<file path="src/rtl/fsr_pkg.sv">
package fsr_pkg;
   localparam int NUM_CODES = 19;
   localparam int CODE_W    = 5;
   localparam int ST_LSB    = 33;
   localparam int ME_BIT    = 53;
   localparam int PV_BIT    = 52;
   localparam int TSYN_W    = 4;
   localparam int TSYN_LSB  = 16;
   localparam int DSYN_W    = 9;
   localparam int DSYN_LSB  = 0;
   localparam int BEAT_W    = 2;
   localparam int FATAL_A   = 17;
   localparam int FATAL_B   = 18;

   typedef enum logic [1:0] {
      PRI_HWC  = 2'd0,
      PRI_SWC  = 2'd1,
      PRI_CUNC = 2'd2,
      PRI_BUNC = 2'd3
   } fsr_pri_e;

   typedef struct packed {
      fsr_pri_e pri;
      logic     ecc;
      logic     tsyn;
      logic     dsyn;
   } fsr_cls_t;

   function automatic fsr_cls_t code_class(input logic [CODE_W-1:0] code);
      fsr_cls_t c;
      c.pri  = PRI_BUNC;
      c.ecc  = 1'b0;
      c.tsyn = 1'b0;
      c.dsyn = 1'b0;
      case (code)
         5'd0, 5'd3, 5'd5, 5'd7, 5'd13: begin c.pri = PRI_HWC;  c.ecc = 1'b1; c.dsyn = 1'b1; end
         5'd2, 5'd4, 5'd6, 5'd8:        begin c.pri = PRI_CUNC; c.ecc = 1'b1; c.dsyn = 1'b1; end
         5'd9:                          begin c.pri = PRI_SWC;  c.ecc = 1'b1; c.dsyn = 1'b1; end
         5'd1, 5'd12:                   begin c.pri = PRI_BUNC; c.ecc = 1'b1; c.dsyn = 1'b1; end
         5'd14:                         begin c.pri = PRI_BUNC; c.ecc = 1'b1; c.tsyn = 1'b1; end
         5'd15:                         begin c.pri = PRI_HWC;  c.ecc = 1'b1; c.tsyn = 1'b1; end
         default:                       c.pri = PRI_BUNC;
      endcase
      return c;
   endfunction
endpackage

</file>
<file path="src/rtl/fsr_beat_filter.sv">
module fsr_beat_filter #(
   parameter int BW     = 2,
   parameter bit ENABLE = 1'b1
) (
   input  logic          clk_i,
   input  logic          rst_ni,
   input  logic          in_vld_i,
   input  logic          in_ecc_i,
   input  logic [BW-1:0] in_beat_i,
   output logic          pass_o
);
   generate
      if (BW < 1) begin : g_bad_bw
         $error("fsr_beat_filter: BW must be at least 1");
      end

      if (ENABLE) begin : g_flt
         logic          armed_q;
         logic [BW-1:0] beat_q;
         logic          drop;

         assign drop   = in_vld_i && in_ecc_i && armed_q && (in_beat_i > beat_q);
         assign pass_o = in_vld_i && !drop;

         always_ff @(posedge clk_i or negedge rst_ni) begin
            if (!rst_ni) begin
               armed_q <= 1'b0;
               beat_q  <= '0;
            end else if (in_vld_i && in_ecc_i && !drop) begin
               armed_q <= 1'b1;
               beat_q  <= in_beat_i;
            end
         end


         later_beat_drop_chk: assert property (@(posedge clk_i) disable iff (!rst_ni)
            (in_vld_i && in_ecc_i && armed_q && (in_beat_i > beat_q)) |=> $stable(beat_q));
      end else begin : g_bypass
         logic unused_beat;
         assign unused_beat = ^{in_ecc_i, in_beat_i, clk_i, rst_ni};
         assign pass_o = in_vld_i;
      end
   endgenerate
endmodule

</file>
<file path="src/rtl/fsr_cap_slot.sv">
module fsr_cap_slot
   import fsr_pkg::*;
#(
   parameter int W = 8
) (
   input  logic                 clk_i,
   input  logic                 rst_ni,
   input  logic [NUM_CODES-1:0] clr_codes_i,
   input  logic                 a_vld_i,
   input  fsr_pri_e             a_pri_i,
   input  logic [CODE_W-1:0]    a_code_i,
   input  logic [W-1:0]         a_val_i,
   input  logic                 b_vld_i,
   input  fsr_pri_e             b_pri_i,
   input  logic [CODE_W-1:0]    b_code_i,
   input  logic [W-1:0]         b_val_i,
   output logic [W-1:0]         val_o
);
   generate
      if (W < 1 || W > 64) begin : g_bad_w
         $error("fsr_cap_slot: W out of range");
      end
   endgenerate

   logic              lock_q, lock_d;
   fsr_pri_e          pri_q, pri_d;
   logic [CODE_W-1:0] own_q, own_d;
   logic [W-1:0]      val_q, val_d;
   logic              owner_clr;

   assign owner_clr = lock_q && clr_codes_i[own_q];

   always_comb begin
      lock_d = lock_q && !owner_clr;
      pri_d  = pri_q;
      own_d  = own_q;
      val_d  = val_q;
      if (a_vld_i && (!lock_d || (a_pri_i > pri_d))) begin
         lock_d = 1'b1;
         pri_d  = a_pri_i;
         own_d  = a_code_i;
         val_d  = a_val_i;
      end
      if (b_vld_i && (!lock_d || (b_pri_i > pri_d))) begin
         lock_d = 1'b1;
         pri_d  = b_pri_i;
         own_d  = b_code_i;
         val_d  = b_val_i;
      end
   end

   always_ff @(posedge clk_i or negedge rst_ni) begin
      if (!rst_ni) begin
         lock_q <= 1'b0;
         pri_q  <= PRI_HWC;
         own_q  <= '0;
         val_q  <= '0;
      end else begin
         lock_q <= lock_d;
         pri_q  <= pri_d;
         own_q  <= own_d;
         val_q  <= val_d;
      end
   end

   assign val_o = val_q;


   lock_hold_chk: assert property (@(posedge clk_i) disable iff (!rst_ni)
      (lock_q && !clr_codes_i[own_q]) |=> lock_q);


   locked_value_chk: assert property (@(posedge clk_i) disable iff (!rst_ni)
      (lock_q && !clr_codes_i[own_q] && !(a_vld_i && (a_pri_i > pri_q)) && !(b_vld_i && (b_pri_i > pri_q)))
      |=> $stable(val_q));
endmodule

</file>
<file path="src/rtl/fault_status_unit.sv">
module fault_status_unit
   import fsr_pkg::*;
#(
   parameter int                   AW        = 48,
   parameter logic [NUM_CODES-1:0] TRAP_MASK = '1,
   parameter bit                   FILTER_EN = 1'b1
) (
   input  logic              clk_i,
   input  logic              rst_ni,
   input  logic              evt_vld_i,
   input  logic [CODE_W-1:0] evt_code_i,
   input  logic [AW-1:0]     evt_addr_i,
   input  logic [TSYN_W-1:0] evt_tsyn_i,
   input  logic [DSYN_W-1:0] evt_dsyn_i,
   input  logic              evt_priv_i,
   input  logic [BEAT_W-1:0] evt_beat_i,
   input  logic              sw_wr_en_i,
   input  logic [63:0]       sw_wr_data_i,
   input  logic              intr_en_i,
   output logic [63:0]       fsr_o,
   output logic [AW-1:0]     far_o,
   output logic              err_pin_o,
   output logic              trap_req_o
);
   generate
      if (AW < 1 || AW > 64) begin : g_bad_aw
         $error("fault_status_unit: AW out of range");
      end
      if (ST_LSB + NUM_CODES > PV_BIT) begin : g_bad_map
         $error("fault_status_unit: status field overlaps flag bits");
      end
   endgenerate

   // incoming event classification and beat filter
   fsr_cls_t f_cls;
   logic     f_ok, f_pass, f_conflict, f_apply;

   assign f_cls = code_class(evt_code_i);
   assign f_ok  = evt_vld_i && (evt_code_i < CODE_W'(NUM_CODES));

   fsr_beat_filter #(.BW(BEAT_W), .ENABLE(FILTER_EN)) u_filter (
      .clk_i     (clk_i),
      .rst_ni    (rst_ni),
      .in_vld_i  (f_ok),
      .in_ecc_i  (f_cls.ecc),
      .in_beat_i (evt_beat_i),
      .pass_o    (f_pass)
   );

   // write-one-to-clear masks
   logic [NUM_CODES-1:0] clr;
   logic                 me_clr, pv_clr;
   logic                 unused_wr;

   assign clr       = sw_wr_en_i ? sw_wr_data_i[ST_LSB +: NUM_CODES] : '0;
   assign me_clr    = sw_wr_en_i && sw_wr_data_i[ME_BIT];
   assign pv_clr    = sw_wr_en_i && sw_wr_data_i[PV_BIT];
   assign unused_wr = ^{sw_wr_data_i[63:54], sw_wr_data_i[32:0]};

   assign f_conflict = f_pass && clr[evt_code_i];
   assign f_apply    = f_pass && !f_conflict;

   // deferred event held for one cycle after losing to a clear
   logic              pnd_vld_q;
   logic [CODE_W-1:0] pnd_code_q;
   logic [AW-1:0]     pnd_addr_q;
   logic [TSYN_W-1:0] pnd_tsyn_q;
   logic [DSYN_W-1:0] pnd_dsyn_q;
   logic              pnd_priv_q;
   fsr_cls_t          p_cls;
   logic              unused_cls;

   assign p_cls      = code_class(pnd_code_q);
   assign unused_cls = p_cls.ecc;

   always_ff @(posedge clk_i or negedge rst_ni) begin
      if (!rst_ni) begin
         pnd_vld_q  <= 1'b0;
         pnd_code_q <= '0;
         pnd_addr_q <= '0;
         pnd_tsyn_q <= '0;
         pnd_dsyn_q <= '0;
         pnd_priv_q <= 1'b0;
      end else begin
         pnd_vld_q <= f_conflict;
         if (f_conflict) begin
            pnd_code_q <= evt_code_i;
            pnd_addr_q <= evt_addr_i;
            pnd_tsyn_q <= evt_tsyn_i;
            pnd_dsyn_q <= evt_dsyn_i;
            pnd_priv_q <= evt_priv_i;
         end
      end
   end

   // sticky status, multiple-error and privilege flags
   logic [NUM_CODES-1:0] st_q, st_d;
   logic                 me_q, me_d, pv_q, pv_d;

   always_comb begin
      st_d = st_q & ~clr;
      me_d = me_q && !me_clr;
      pv_d = pv_q && !pv_clr;
      if (pnd_vld_q) begin
         if ((p_cls.pri != PRI_HWC) && st_d[pnd_code_q]) me_d = 1'b1;
         st_d[pnd_code_q] = 1'b1;
         pv_d = pnd_priv_q;
      end
      if (f_apply) begin
         if ((f_cls.pri != PRI_HWC) && st_d[evt_code_i]) me_d = 1'b1;
         st_d[evt_code_i] = 1'b1;
         pv_d = evt_priv_i;
      end
   end

   always_ff @(posedge clk_i or negedge rst_ni) begin
      if (!rst_ni) begin
         st_q <= '0;
         me_q <= 1'b0;
         pv_q <= 1'b0;
      end else begin
         st_q <= st_d;
         me_q <= me_d;
         pv_q <= pv_d;
      end
   end

   // priority-locked captures: address, tag syndrome, data syndrome
   logic [TSYN_W-1:0] tsyn_q;
   logic [DSYN_W-1:0] dsyn_q;

   fsr_cap_slot #(.W(AW)) u_far (
      .clk_i (clk_i), .rst_ni (rst_ni), .clr_codes_i (clr),
      .a_vld_i (pnd_vld_q), .a_pri_i (p_cls.pri), .a_code_i (pnd_code_q), .a_val_i (pnd_addr_q),
      .b_vld_i (f_apply),   .b_pri_i (f_cls.pri), .b_code_i (evt_code_i), .b_val_i (evt_addr_i),
      .val_o (far_o)
   );

   fsr_cap_slot #(.W(TSYN_W)) u_tsyn (
      .clk_i (clk_i), .rst_ni (rst_ni), .clr_codes_i (clr),
      .a_vld_i (pnd_vld_q && p_cls.tsyn), .a_pri_i (p_cls.pri), .a_code_i (pnd_code_q), .a_val_i (pnd_tsyn_q),
      .b_vld_i (f_apply && f_cls.tsyn),   .b_pri_i (f_cls.pri), .b_code_i (evt_code_i), .b_val_i (evt_tsyn_i),
      .val_o (tsyn_q)
   );

   fsr_cap_slot #(.W(DSYN_W)) u_dsyn (
      .clk_i (clk_i), .rst_ni (rst_ni), .clr_codes_i (clr),
      .a_vld_i (pnd_vld_q && p_cls.dsyn), .a_pri_i (p_cls.pri), .a_code_i (pnd_code_q), .a_val_i (pnd_dsyn_q),
      .b_vld_i (f_apply && f_cls.dsyn),   .b_pri_i (f_cls.pri), .b_code_i (evt_code_i), .b_val_i (evt_dsyn_i),
      .val_o (dsyn_q)
   );

   // status word and side outputs
   always_comb begin
      fsr_o = '0;
      fsr_o[ST_LSB +: NUM_CODES] = st_q;
      fsr_o[ME_BIT]              = me_q;
      fsr_o[PV_BIT]              = pv_q;
      fsr_o[TSYN_LSB +: TSYN_W]  = tsyn_q;
      fsr_o[DSYN_LSB +: DSYN_W]  = dsyn_q;
   end

   assign err_pin_o  = st_q[FATAL_A] | st_q[FATAL_B];
   assign trap_req_o = intr_en_i && |(st_q & TRAP_MASK);


   sticky_hold_chk: assert property (@(posedge clk_i) disable iff (!rst_ni)
      !sw_wr_en_i |=> ((st_q & $past(st_q)) == $past(st_q)));


   me_cause_chk: assert property (@(posedge clk_i) disable iff (!rst_ni)
      $rose(me_q) |-> $past(pnd_vld_q || f_apply));


   clear_defer_chk: assert property (@(posedge clk_i) disable iff (!rst_ni)
      f_conflict |=> pnd_vld_q);


   pin_fall_chk: assert property (@(posedge clk_i) disable iff (!rst_ni)
      $fell(err_pin_o) |-> $past(sw_wr_en_i));


   trap_gate_chk: assert property (@(posedge clk_i) disable iff (!rst_ni)
      trap_req_o |-> intr_en_i);
endmodule

</file>
<file path="config.mk">
export PLATFORM = sky130hd
export DESIGN_NAME = fault_status_unit
export DESIGN_NICKNAME = d
export VERILOG_FILES = /design/src/rtl/fsr_pkg.sv /design/src/rtl/fsr_beat_filter.sv /design/src/rtl/fsr_cap_slot.sv /design/src/rtl/fault_status_unit.sv
export SDC_FILE = /design/constraint.sdc
export NUM_CORES = 1
export LEC_CHECK = 0
export BUFFER_PORTS_ARGS = -buffer_cell sky130_fd_sc_hd__buf_2
export CAP_MARGIN = 30
export CORE_UTILIZATION = 40
export CTS_CLUSTER_SIZE = 14
export DETAILED_ROUTE_END_ITERATION = 7
export PLACE_DENSITY_LB_ADDON = 0.15
export SLEW_MARGIN = 0
export SYNTH_ARGS = -nofsm -noshare
export SYNTH_HDL_FRONTEND = slang
export SYNTH_SLANG_ARGS = --single-unit
</file>
<file path="constraint.sdc">
create_clock -name clk_i -period 5.3 [get_ports clk_i]
set_input_delay 1.06 -clock clk_i [delete_from_list [all_inputs] [get_ports clk_i]]
set_output_delay 1.06 -clock clk_i [all_outputs]
set_load 0.02 [all_outputs]
</file>
; ---- Word-level counts from Yosys, hierarchy flattened
; Index checks and enable logic that the tools add are counted.
; Widths: inputs -> output; s select.
[classes]
n_eq_ne = 26
reduce_logical = 69
n_mux = 56
n_lt_le_gt_ge = 15
bitwise = 5
[op_table]
columns = cell, count
row1 = $mux 48, 2
row2 = $eq 5x4->1 const B, 12
row3 = $mux 19, 3
row4 = $eq 5x3->1 const B, 8
row5 = $or 19x19->19, 2
row6 = $logic_and 1x1->1, 33
row7 = $bmux 1 s5, 6
row8 = $lt 5x6->1 const B, 5
row9 = $mux 5, 6
row10 = $mux 1, 25
row11 = $reduce_or 12->1, 2
row12 = $eq 5x2->1 const B, 4
row13 = $and 19x19->19, 1
row14 = $not 19->19, 1
row15 = $reduce_or 19->1, 1
row16 = $mux 9, 2
row17 = $gt 2x2->1, 7
row18 = $reduce_or 14->1, 1
row19 = $logic_not 1->1, 13
row20 = $mux 2, 6
row21 = $pmux 2 s3, 2
row22 = $reduce_or 6->1, 2
row23 = $demux 1 s5, 2
row24 = $eq 5x1->1 const B, 2
row25 = other kinds (9), 23
[word_totals]
reg_bits = 177
input_bits = 138
word_cells = 194
out_inout_bits = 114

; ---- Logic depth before layout (Yosys ltp)
; Gate-level depths: netlist (run 1).
[depth]
word_depth = 14
ltp_mapped = 23
mapped_depth_nobuf = 17

; ---- Hierarchy
; A second synthesis (run 1) with hierarchy kept.
[unflattened]
cells_unflattened = 1049
area_unflattened_um2 = 11193.2
[modules_own_cells]
columns = module, seq_area_each_um2, cells_per_inst, area_per_inst_um2, instances
row1 = fault_status_unit, 2227.1, 443, 4961.0, 1
row2 = fsr_cap_slot at u_far, 1401.3, 281, 3165.5, 1
row3 = fsr_cap_slot at u_dsyn, 425.4, 174, 1614.0, 1
row4 = fsr_cap_slot at u_tsyn, 300.3, 131, 1238.7, 1
row5 = fsr_beat_filter, 75.1, 20, 214.0, 1

; ---- Least setup slack after synthesis (run 1)
; No wires, ideal clock.
[synth_path]
kind = flip-flop to flip-flop
startpoint = register pnd_code_q[1]
endpoint = register u_far.pri_q[0]
setup_time_ns = 0.162
path_buffers = 6
stages_incl_launch_ff = 24
arrival_ns = 4.306
t_required_ns = 5.138
path_slack_ns = 0.832
period_less_slack_ns = 4.468
cell_sequence = dfrtp_1 > clkbuf_1 > nor2b_1 > o21ai_0 > a31oi_1 > inv_1 > ha_1 > nor2b_1 > a2bb2oi_1 > clkbuf_1 > or3_1 > buf_2 > clkbuf_1 > o221ai_1 > nor3_1 > inv_1 > ha_1 > nand2_1 > o21ai_0 > o211ai_1 > nand3_2 > buf_4 > buf_6 > mux2i_1
[synth_between]
elab_chain_cells = 11
elab_cells_between_ends = 24
classes_between = 2 x order compare / 10 x eq/ne / 4 x mux / 8 x reduce/logical
[synth_lines]
columns = item, line_no
row1 = start: declaration, fault_status_unit.sv:65  ; logic [CODE_W-1:0] pnd_code_q;
row2 = start signal: assignment, fault_status_unit.sv:87  ; pnd_code_q <= evt_code_i;
row3 = "$eq 5x4->1, or another cell as far along", fsr_pkg.sv:35  ; case (code)
row4 = $reduce_or 6->1 (no line) / $reduce_or 4->1 (equally long branches), n/a
row5 = $pmux 2 s3 *, fsr_pkg.sv:35
row6 = $gt 2x2->1, fsr_cap_slot.sv:38  ; if (a_vld_i && (!lock_d || (a_pri_i > pri_d))) begin
row7 = $logic_or 1x1->1, fsr_cap_slot.sv:38
row8 = $logic_and 1x1->1, fsr_cap_slot.sv:38
row9 = $mux 2 / $mux 1 (equally long branches), fsr_cap_slot.sv:38
row10 = $gt 2x2->1 / $logic_not 1->1 (equally long branches), fsr_cap_slot.sv:44  ; if (b_vld_i && (!lock_d || (b_pri_i > pri_d))) begin
row11 = $logic_or 1x1->1, fsr_cap_slot.sv:44
row12 = $logic_and 1x1->1, fsr_cap_slot.sv:44
row13 = $mux 2 *, fsr_cap_slot.sv:44
row14 = net u_far.pri_d[0], fsr_cap_slot.sv:26  ; fsr_pri_e pri_q, pri_d;
row15 = end signal: assignment, fsr_cap_slot.sv:60  ; pri_q <= pri_d;
row16 = end: declaration, fsr_cap_slot.sv:26
; The timed path passes the listed nets; every way through them passes the cells marked *.
; A chain may end at the register's enable or synchronous reset.

; ---- Worst setup path after layout (run 1)
[layout_path]
startpoint = register pnd_code_q[3]
endpoint = register u_dsyn.val_q[2], in the netlist u_dsyn.val_o[2]
[layout_between]
elab_chain_cells = 11
elab_cells_between_ends = 30
classes_between = 2 x order compare / 12 x eq/ne / 5 x mux / 11 x reduce/logical
[layout_lines]
columns = item, line_no
row1 = "$eq 5x4->1, or another cell as far along", fsr_pkg.sv:35
row2 = $reduce_or 6->1 (no line) / $reduce_or 4->1 (equally long branches), n/a
row3 = $pmux 2 s3, fsr_pkg.sv:35
row4 = $gt 2x2->1, fsr_cap_slot.sv:38
row5 = $logic_or 1x1->1, fsr_cap_slot.sv:38
row6 = $logic_and 1x1->1, fsr_cap_slot.sv:38
row7 = $mux 2 / $mux 1 (equally long branches), fsr_cap_slot.sv:38
row8 = $gt 2x2->1 / $logic_not 1->1 (equally long branches), fsr_cap_slot.sv:44
row9 = $logic_or 1x1->1, fsr_cap_slot.sv:44
row10 = $logic_and 1x1->1, fsr_cap_slot.sv:44
row11 = $mux 9 / $reduce_bool 2->1 (equally long branches), n/a
row12 = end signal: assignment, fsr_cap_slot.sv:62  ; val_q <= val_d;
row13 = end: declaration, fsr_cap_slot.sv:28  ; logic [W-1:0] val_q, val_d;
; Parallel ways exist; a longest one is shown, timed or not.

==> impl_results.md, run 1 <==
- Data required time of the critical path: 5.63 ns
- Count of endpoints failing setup in the final report: 0
- Worst-skew pair later-pin latency: 0.45 ns
- Clock root buffer: clkbuf_16
- Number of remaining DRC errors: 0
- Layout cell share with drive strength beyond 1: 0.271
- Total I/O pin count: 252
- Clock slew at the register clock pins of the worst setup and hold paths: 0.07 ns
- First drt pass iteration count: 5
- YS warnings: 0
- Met1 Track Usage GR: 0.318
- Nature of the critical path startpoint: flip-flop
- Relative contribution of combinational cells to total power: 0.492
- Unique cell type count in the Yosys netlist: 73
- Post-cts repair resize count: 0
- Share of total power consumed by net switching: 0.456
- Sequential fraction of the synthesis area: 0.361
- Number of port buffers: 178
- Power Density: 522 nW/µm²
- Maximum buffer depth of the clock tree: 2
- Worst min-delay path class: flip-flop to flip-flop
- Cell-internal power: 3970 µW
- Post-CTS Setup Inserts: 0
- Arrival @ worst endpoint: 4.99 ns
- Post-layout minimum cycle time: 4.66 ns
- Avg Inst Size Synth: 9.35 µm²
- Slew Limit Headroom: 0.319
- Number of global-route vias before repair: 10200
- Final weighted congestion in routability-driven placement: 0.923
- Clock share of power: 0.191
- Share of flip-flops with an asynchronous set or reset: 1.00
- Hold-fix buffers at CTS: 0
- Clock tree from TritonCTS: done
- Commonest non-fill, non-tap cells in the layout: 177 x buf_2, 175 x dfrtp_1, 172 x nand2_1
- Max capacitance violation total: 0
- Global-route layer with the greatest usage: met2
- CP Class: flip-flop to flip-flop
- Highest achievable clock rate: 0.214 GHz
- Met3 routing resource usage after global routing: 0.0629
- Drt via density: 5.87
- P_sw: 3330 µW
- Summed negative setup slack over all endpoints: 0 ns
- Drt total wl: 37.2 mm
- Tcrit/Tclk final: 0.880
- Maximum clock skew at final layout: 0.00989 ns
- Sequential cell fraction of total power: 0.317
- Worst reg2reg setup slack: 0.64 ns
- Cells after Synth: 1314
- Final hold viol count: 0
- Number of synthesized register bits: 177
- Residual antenna-violating net count after detailed routing: 0
- Total grt overflow: 0
- Actual slew at the worst max-slew pin: 1.02 ns
- Max-slew violation count: 0
- Die span in y: 177 µm
- Worst slack at placement: 0.706 ns
- Global-route usage over all layers: 0.240
- Starting utilization of the core area: 0.410
- PnR worst setup slack: 0.636 ns
- Peak VDD IR: 0.000487 V
- Pin count of the biggest net entering global routing: 94
- Largest fanout on the critical path: 16
- Global-route wire length before repair: 58.5 mm
- Number of enable-type register cells in the synthesized netlist: 0
- Leak: 0.00667 µW
- Mean routed wirelength per cell: 20.3 µm
- Full die area: 31400 µm²
- Total number of clock tree sinks: 177
- Grt met2 use: 0.386
- RSZ-0062 raised after global routing: false
- Most common cell after layout, fill and taps aside: buf_2
- Die boundary width: 177 µm
- Number of CTS-inserted buffers: 17
- Share of the core filled with cells: 0.467
- Placeable core region: 30000 µm²
- Netlist Area Pre-Place: 12300 µm²
- FP Rows: 63
- Commonest register cell after synthesis: dfrtp_1
- Final Net Count: 1578
- Run status: finished, final reports clean
- Hpwl dp: 23.4 mm
- Iteration-0 DRC count of the detailed router: 940
- Initial antenna violation count: 5
- Vias after detailed routing: 10700
- Area delta synth->final: 13.9%
- Crit path capture type: flip-flop
- H-tree depth reported by CTS: 4
==> final cells by class <==
class / count / area [µm²]
fill: 2907 / 16000
multi-input combinational: 893 / 6790
sequential: 177 / 4430
timing repair buffer: 209 / 1170
tap: 390 / 488
inverter: 128 / 480
clock buffer: 18 / 439
clock inverter: 14 / 190
antenna: 1 / 2.50
==> cells by family after synthesis <==
family	share of synthesized area
AO/OA/AOI/OAI	0.197
AND/OR/NAND/NOR	0.126
adder cells (fa/ha/maj)	0.0143
flip-flops	0.361
buffers and inverters	0.102
multiplexers	0.200
other	0.000305
==> power by group through the flow <==
| stage | Combinational, µW | Clock, µW | Sequential [µW] |
|---|---|---|---|
| final | 3590 | 1400 | 2310 |
| after global routing | 3940 | 1480 | 2400 |
| after CTS | 3610 | 1440 | 2310 |
| after detailed placement | 3610 | 0 | 2330 |
| after global placement | 3550 | 0 | 2310 |
| after floorplan | 2420 | 0 | 2360 |
==> through the flow <==
step	cells	hold WS (ns)	instance area, µm²	total power (µW)
after floorplan	1343	0.428	12400	4780
after global placement	1797	0.444	13400	5860
after detailed placement	1797	0.456	13400	5940
after CTS	1829	0.473	14000	7360
after global routing	1829	0.487	14000	7820
final	1830	0.466	14000	7300
==> metal layers <==
metal / vias to the layer above / part of all wire
li1: 4997 / -
met1: 5299 / 0.44
met2: 392 / 0.47
met3: 44 / 0.076
met4: 6 / 0.014
met5: - / 0.00086
==> state kept, by name, indices dropped and copies added, names as in the netlist, 2 cells and up <==
name                   cells
pnd_addr_q                48
pnd_code_q                 5
pnd_dsyn_q                 9
pnd_tsyn_q                 4
st_q                      19
u_dsyn.own_q               5
u_dsyn.pri_q               2
u_dsyn.val_o               9
u_far.own_q                5
u_far.pri_q                2
u_far.val_o               48
u_filter.g_flt.beat_q      2
u_tsyn.own_q               5
u_tsyn.pri_q               2
u_tsyn.val_o               4
==> worst max-delay path: stages, from the launching register on <==
cell      delay [ns]
dfrtp_1         0.48
nor2b_1         0.45
o21ai_0         0.18
a31oi_1         0.29
inv_1           0.20
ha_1            0.33
a21oi_1         0.13
a21oi_1         0.10
o31ai_4         0.57
mux2i_1         0.30
ha_1            0.27
a21oi_1         0.12
a21oi_1         0.08
o211ai_4        0.61
mux2_2          0.41
==> synthesized netlist by cell type, drive strengths merged (11+ instances only) <==
| library cell | number | area, µm² |
|---|---|---|
| mux2i | 99 | 991 |
| nor3 | 11 | 55.1 |
| o221ai | 59 | 517 |
| nor2b | 17 | 106 |
| a22oi | 17 | 128 |
| inv | 127 | 477 |
| a21oi | 22 | 110 |
| mux2 | 109 | 1260 |
| buf | 73 | 505 |
| ha | 14 | 175 |
| o21ai | 34 | 170 |
| clkbuf | 72 | 272 |
| a311oi | 53 | 464 |
| nand2 | 172 | 646 |
| dfrtp | 177 | 4430 |
| o311ai | 55 | 489 |
| nor2 | 66 | 250 |
==> final timing paths <==
kind | start | end | cells after the start
worst min-delay path | u_filter.g_flt.armed_q$_DFFE_PN0P_ | u_filter.g_flt.armed_q$_DFFE_PN0P_ | 1
worst max register to register | pnd_code_q[3]$_DFFE_PN0P_ | u_dsyn.val_o[2]$_DFFE_PN0P_ | 14
worst max-delay path | pnd_code_q[3]$_DFFE_PN0P_ | u_dsyn.val_o[2]$_DFFE_PN0P_ | 14
worst min register to register | u_filter.g_flt.armed_q$_DFFE_PN0P_ | u_filter.g_flt.armed_q$_DFFE_PN0P_ | 1
min in group asynchronous | rst_ni | u_dsyn.val_o[7]$_DFFE_PN0P_ | 1
max in group asynchronous | rst_ni | u_far.val_o[17]$_DFFE_PN0P_ | 2
No activity file was read; power rests on OpenSTA's default activity.
==> run 2: changes to the inputs <==
--- a/config.mk
+++ b/config.mk
@@ -7,7 +7,9 @@
 export LEC_CHECK = 0
 export BUFFER_PORTS_ARGS = -buffer_cell sky130_fd_sc_hd__buf_2
 export CAP_MARGIN = 30
-export CORE_UTILIZATION = 40
+export CELL_PAD_IN_SITES_DETAIL_PLACEMENT = 1
+export CELL_PAD_IN_SITES_GLOBAL_PLACEMENT = 2
+export CORE_UTILIZATION = 34
 export CTS_CLUSTER_SIZE = 14
 export DETAILED_ROUTE_END_ITERATION = 7
 export PLACE_DENSITY_LB_ADDON = 0.15
==> impl_results.md, run 2 (synthesized netlist as in run 1, its figures left out) <==
- Run status: finished, final reports clean
- Placed inst area: 13500 µm² (+1.2%)
- Post-layout minimum cycle time: 4.47 ns (-0.194 ns)
- Capture point of the worst path: u_far.val_o[42]$_DFFE_PN0P_
- Vias after detailed routing: 10800 (+1.0%)
- Total number of clock tree sinks: 177 (unchanged)
- Summed negative setup slack over all endpoints: 0 ns (unchanged)
- Full die area: 36900 µm² (+17%)
- Initial antenna violation count: 2 (-3)
- Placeable core region: 35600 µm² (+19%)
- Clock slew at the register clock pins of the worst setup and hold paths: 0.07 ns (about the same)
- Die boundary width: 192 µm (+8.4%)
- Number of fill cells in the layout: 4101 (+41%)
- Mean routed wirelength per cell: 22.0 µm (+8.4%)
- Actual slew at the worst max-slew pin: 0.886 ns (-0.135 ns)
- Max capacitance violation total: 0 (unchanged)
- Share of the core filled with cells: 0.398 (-0.0694)
- Hpwl dp: 27.5 mm (+18%)
- Final Cell Area: 14100 µm² (+1.1%)
- Startpoint of the most critical hold path: u_filter.g_flt.armed_q$_DFFE_PN0P_
- Final Net Count: 1583 (+0.32%)
- Number of remaining DRC errors: 0 (unchanged)
- Total grt overflow: 0 (unchanged)
- Crit path capture type: flip-flop
- Total power: 7470 µW (+2.2%)
- Area delta synth->final: 15.1%
- Layout cell share with drive strength beyond 1: 0.274 (+0.00252)
- Arrival @ worst endpoint: 4.80 ns (-0.19 ns)
- Total I/O pin count: 252 (unchanged)
- Clock root buffer: clkbuf_16
- Cell depth of the worst flop-to-flop path: 19 (+5)
- End of the worst register-to-register path: u_far.val_o[42]$_DFFE_PN0P_
- Power Density: 528 nW/µm² (+1.1%)
- Highest achievable clock rate: 0.224 GHz (+4.3%)
- Final weighted congestion in routability-driven placement: 0.851 (-7.8%)
- Worst-skew pair later-pin latency: 0.46 ns (about the same)
- Final hold viol count: 0 (unchanged)
- Tcrit/Tclk final: 0.843 (-0.0365)
- Global-route wire length before repair: 65.2 mm (+12%)
- Most common cell after layout, fill and taps aside: buf_2
- CP Class: flip-flop to flip-flop
- Post-CTS Setup Inserts: 0 (unchanged)
- Source of the worst register-to-register timing path: pnd_code_q[1]$_DFFE_PN0P_
- FP Rows: 69 (+9.5%)
- H-tree depth reported by CTS: 4 (unchanged)
- Iteration-0 DRC count of the detailed router: 570 (-39%)
- Number of CTS-inserted buffers: 17 (unchanged)
- Drt total wl: 42.0 mm (+13%)
- Number of global-route vias before repair: 11100 (+8.9%)
- Hold-fix buffers at CTS: 0 (unchanged)
- Number of port buffers: 178 (unchanged)
- Clock tree from TritonCTS: done
- Worst reg2reg setup slack: 0.83 ns (+0.19 ns)
- CP cell instances: nor2b_1, o21ai_0, a31oi_1, inv_1, ha_1, nor2b_1, a2bb2oi_4, buf_4, or3_2, o221ai_1, nor3_1, inv_1, ha_1, nand2_1, o21ai_0, o211ai_1, nand3_4, buf_12, mux2i_1
- Max-slew violation count: 0 (unchanged)
- Commonest non-fill, non-tap cells in the layout: 177 x buf_2, 175 x dfrtp_1, 172 x nand2_1
- Die span in y: 192 µm (+8.4%)
- Global-route usage over all layers: 0.232 (-0.00831)
- Count of endpoints failing setup in the final report: 0 (unchanged)
- Launch point of the critical path: pnd_code_q[1]$_DFFE_PN0P_
- Leak: 0.00669 µW (+0.32%)
- Largest fanout on the critical path: 24 (+8)
- Maximum buffer depth of the clock tree: 2 (unchanged)
- Stage delay of the slowest cell on the critical path: 0.57 ns (-0.04 ns)
- Peak VDD IR: 0.000558 V (+15%)
- Post-cts repair resize count: 0 (unchanged)
- First drt pass iteration count: 5 (unchanged)
- Starting utilization of the core area: 0.345 (-0.0648)
- Pin count of the biggest net entering global routing: 100 (+6.4%)
- Data required time of the critical path: 5.63 ns (about the same)
- RSZ-0062 raised after global routing: false
- Slowest stage cell, crit path: dfrtp_1
- Maximum clock skew at final layout: 0.0128 ns (+0.00288 ns)
- Nature of the critical path startpoint: flip-flop
- Residual antenna-violating net count after detailed routing: 0 (unchanged)
- Drt via density: 5.69 (-3.0%)
- Slew Limit Headroom: 0.401 (+0.0817)
- Worst min-delay path class: flip-flop to flip-flop
==> run 2: cell types whose count changed in the layout (fill, tap and decap cells not counted), sizes merged <==
cell      previous run  this run
buf                209       213
inv                135       130
clkinvlp             1         3
clkbuf              18        20
clkinv               3         5
==> run 2: final cells by class <==
type / instances / area, µm² / area share
multi-input combinational: 893 / 6790 / 0.480
sequential: 177 / 4430 / 0.313
timing repair buffer: 214 / 1230 / 0.0871
tap: 461 / 577 / 0.0408
inverter: 128 / 480 / 0.0340
clock buffer: 19 / 453 / 0.0320
clock inverter: 13 / 176 / 0.0125
antenna: 1 / 2.50 / 0.000177
==> run 2: stage by stage <==
stage	hold slack, ns	setup slack, ns	instances
after CTS	0.472	0.748	1905
after detailed placement	0.452	0.708	1873
after global placement	0.448	0.809	1873
after floorplan	0.428	0.832	1343
after global routing	0.494	0.416	1905
final	0.470	0.830	1906
==> run 2: worst max-delay path, delay by kind of cell (launching register included) <==
family | cells | cell delay (ns)
buffers and inverters | 4 | 0.78
DFF | 1 | 0.57
and+or+nand+nor | 6 | 1.22
AOI/OAI and AO/OA | 6 | 1.00
muxes | 1 | 0.13
adders and majority gates | 2 | 0.61
==> run 2: how the worst min path moves through the flow <==
stage	slack [ns]	cells past startpoint	to
final	0.47	1	u_filter.g_flt.armed_q$_DFFE_PN0P_
after global routing	0.49	1	u_filter.g_flt.armed_q$_DFFE_PN0P_
after CTS	0.47	1	u_filter.g_flt.armed_q$_DFFE_PN0P_
after detailed placement	0.45	1	u_filter.g_flt.armed_q$_DFFE_PN0P_
after global placement	0.45	1	u_filter.g_flt.armed_q$_DFFE_PN0P_
after floorplan	0.43	1	u_filter.g_flt.armed_q$_DFFE_PN0P_
==> run 2: layer usage <==
layer / GRT usage / share of wire / vias up
met5: 0 / 0.00064 / -
met4: 0.0515 / 0.011 / 4
met3: 0.0411 / 0.048 / 37
met2: 0.389 / 0.48 / 267
met1: 0.309 / 0.46 / 5532
li1: - / - / 5005
==> run 2: power by group <==
group	internal, µW	total [µW]	switching, µW
registers	1850	2310	460
logic	1380	3760	2390
clock network	777	1390	618
total	4000	7470	3460
==> run 3: changes to the inputs <==
--- a/config.mk
+++ b/config.mk
@@ -9,7 +9,7 @@
 export CAP_MARGIN = 30
 export CELL_PAD_IN_SITES_DETAIL_PLACEMENT = 1
 export CELL_PAD_IN_SITES_GLOBAL_PLACEMENT = 2
-export CORE_UTILIZATION = 34
+export CORE_UTILIZATION = 31
 export CTS_CLUSTER_SIZE = 14
 export DETAILED_ROUTE_END_ITERATION = 7
 export PLACE_DENSITY_LB_ADDON = 0.15
==> constraint.sdc (replaced) <==
create_clock -name clk_i -period 3.6 [get_ports clk_i]
set_input_delay 0.72 -clock clk_i [delete_from_list [all_inputs] [get_ports clk_i]]
set_output_delay 0.72 -clock clk_i [all_outputs]
set_load 0.02 [all_outputs]
==> impl_results.md, run 3 (synthesized netlist as in run 1, its figures left out) <==
- Run status: finished with violations
- Failing checks: negative setup slack
- Full die area: 40400 µm² (+9.6%)
- Maximum buffer depth of the clock tree: 2 (unchanged)
- PnR worst setup slack: -0.0446 ns (-0.874 ns)
- Starting utilization of the core area: 0.316 (-0.0290)
- Slew Limit Headroom: 0.343 (-0.0577)
- Pin count of the biggest net entering global routing: 67 (-33%)
- Crit path capture type: flip-flop
- Final hold viol count: 0 (unchanged)
- Number of CTS-inserted buffers: 17 (unchanged)
- Highest achievable clock rate: 0.274 GHz (+23%)
- Max capacitance violation total: 0 (unchanged)
- Actual slew at the worst max-slew pin: 0.983 ns (+0.0963 ns)
- RSZ-0062 raised after global routing: true
- Area delta synth->final: 26.3%
- Drt total wl: 44.6 mm (+6.3%)
- Hpwl dp: 30.2 mm (+9.8%)
- Max-slew violation count: 0 (unchanged)
- Met1 Track Usage GR: 0.305 (-0.00411)
- Die boundary width: 201 µm (+4.7%)
- Largest fanout on the critical path: 6 (-75%)
- Placeable core region: 38800 µm² (+9.2%)
- Leak: 0.00733 µW (+9.5%)
- Residual antenna-violating net count after detailed routing: 0 (unchanged)
- Number of fill cells in the layout: 4472 (+9.0%)
- Global-route layer with the greatest usage: met2
- Global-route wire length before repair: 70.5 mm (+8.1%)
- Clock tree from TritonCTS: done
- Initial antenna violation count: 4 (+2)
- Global-route usage over all layers: 0.225 (-0.00662)
- Worst min-delay path class: primary input to async pin
- Clock root buffer: clkbuf_16
- Worst-skew pair later-pin latency: 0.47 ns (about the same)
- Share of the core filled with cells: 0.399 (+0.00182)
- CP Class: flip-flop to flip-flop
- Drt via density: 5.44 (-4.4%)
- Die span in y: 201 µm (+4.7%)
- Hold-fix buffers at CTS: 0 (unchanged)
- Number of remaining DRC errors: 0 (unchanged)
- Arrival @ worst endpoint: 3.98 ns (-0.82 ns)
- Source of the worst register-to-register timing path: pnd_code_q[1]$_DFFE_PN0P_
- Final Net Count: 1699 (+7.3%)
- FP Rows: 72 (+4.3%)
- Most common cell after layout, fill and taps aside: buf_2
- Clock slew at the register clock pins of the worst setup and hold paths: 0.07 ns (about the same)
- Post-layout minimum cycle time: 3.64 ns (-0.826 ns)
- Iteration-0 DRC count of the detailed router: 634 (+11%)
- Number of port buffers: 178 (unchanged)
- Number of global-route vias before repair: 11900 (+6.7%)
- Vias after detailed routing: 11300 (+4.4%)
- Count of endpoints failing setup in the final report: 1 (+1)
- Summed negative setup slack over all endpoints: -0.0446 ns (-0.0446 ns)
- Tcrit/Tclk final: 1.01 (+0.169)
- Data required time of the critical path: 3.94 ns (-1.69 ns)
- Nature of the critical path startpoint: flip-flop
- Mean routed wirelength per cell: 21.5 µm (-2.6%)
- Power Density: 770 nW/µm² (+46%)
- Commonest non-fill, non-tap cells in the layout: 177 x buf_2, 170 x dfrtp_1, 169 x nand2_1
- Maximum clock skew at final layout: 0.00967 ns (-0.00310 ns)
- First drt pass iteration count: 5 (unchanged)
- Total I/O pin count: 252 (unchanged)
- Peak VDD IR: 0.000676 V (+21%)
- H-tree depth reported by CTS: 4 (unchanged)
- Layout cell share with drive strength beyond 1: 0.353 (+0.0790)
- Total number of clock tree sinks: 177 (unchanged)
- Met3 routing resource usage after global routing: 0.0373 (-0.00377)
- Final weighted congestion in routability-driven placement: 0.843 (-0.95%)
- Launch point of the critical path: pnd_code_q[1]$_DFFE_PN0P_
- Grt met2 use: 0.369 (-0.0200)
- Total grt overflow: 0 (unchanged)
run 3: cell count changes in the layout (fill, tap and decap cells not counted), moves of 5 or more:
cell and change:
buf_4 +93, dfrtp_1 -5, buf_6 +10, buf_12 +9, clkbuf_1 +5, ha_4 +5
ha_1 -5, dfrtp_2 +5
run 3: metrics by stage:
step	hold slack [ns]	cell area [µm²]	cells	power [µW]	setup slack, ns
4_1_cts	0.268	15300	2075	11800	-0.0361
5_1_grt	0.299	15500	2079	12800	-0.200
3_5_place_dp	0.457	14400	2020	9530	-0.367
2_1_floorplan	0.424	12500	1343	7220	-0.131
3_3_place_gp	0.448	14400	2020	9340	-0.241
6_report	0.270	15500	2080	11900	-0.0446
run 3: what timing repair did:
item / in CTS / in global routing
pin swaps: 18 / 18
endpoints found under the setup margin: 80 / 80
cloned: 3 / 1
gates resized for setup: 34 / 31
buffers inserted: 21 / 3
run 3: power by group:
group          leakage (µW)  total, µW  internal, µW  switching (µW)
clock              0.000261       1850           990             863
sequential          0.00202       3410          2730             678
combinational       0.00505       6680          2750            3930
run 3: path summary, 6_finish.rpt:
kind                                                 endpoint  slack [ns]  cells past startpoint
min in group clk_i         u_filter.g_flt.armed_q$_DFFE_PN0P_        0.47                      1
max                               u_far.val_o[19]$_DFFE_PN0P_       -0.04                     18
max in group asynchronous          pnd_addr_q[21]$_DFFE_PN0P_        2.57                      2
max reg2reg                       u_far.val_o[19]$_DFFE_PN0P_       -0.04                     18
min                                        st_q[10]$_DFF_PN0_        0.27                      1
min reg2reg                u_filter.g_flt.armed_q$_DFFE_PN0P_        0.47                      1
run 3: area by class of cell:
| cell class | instances | area [µm²] | area share |
|---|---|---|---|
| Sequential cell | 177 | 4440 | 0.286 |
| Multi-Input combinational cell | 893 | 7070 | 0.456 |
| Inverter | 128 | 480 | 0.0310 |
| Clock inverter | 8 | 80.1 | 0.00516 |
| Timing Repair Buffer | 330 | 2320 | 0.149 |
| Antenna cell | 2 | 5.00 | 0.000323 |
| Tap cell | 518 | 648 | 0.0418 |
| Clock buffer | 24 | 472 | 0.0304 |
run 3: critical path, cell delays in order, from the launching register on:
cell and delay [ns]:
dfrtp_2 0.44, nor2b_4 0.21, o21ai_4 0.08, a31oi_4 0.18, inv_2 0.08, ha_4 0.22
nor2b_4 0.13, a2bb2oi_4 0.18, or4_1 0.46, o311ai_4 0.11, nor3_4 0.08, ha_4 0.29
nor2b_1 0.17, o21ai_2 0.07, o211ai_1 0.13, nand3_4 0.14, buf_12 0.22, buf_12 0.15
mux2i_4 0.18
run 3: per-layer routing:
layer  wire (µm)  share of wire
met5          19        0.00043
met2       21200           0.48
met4         599          0.013
met1       20900           0.47
met3        1900          0.043
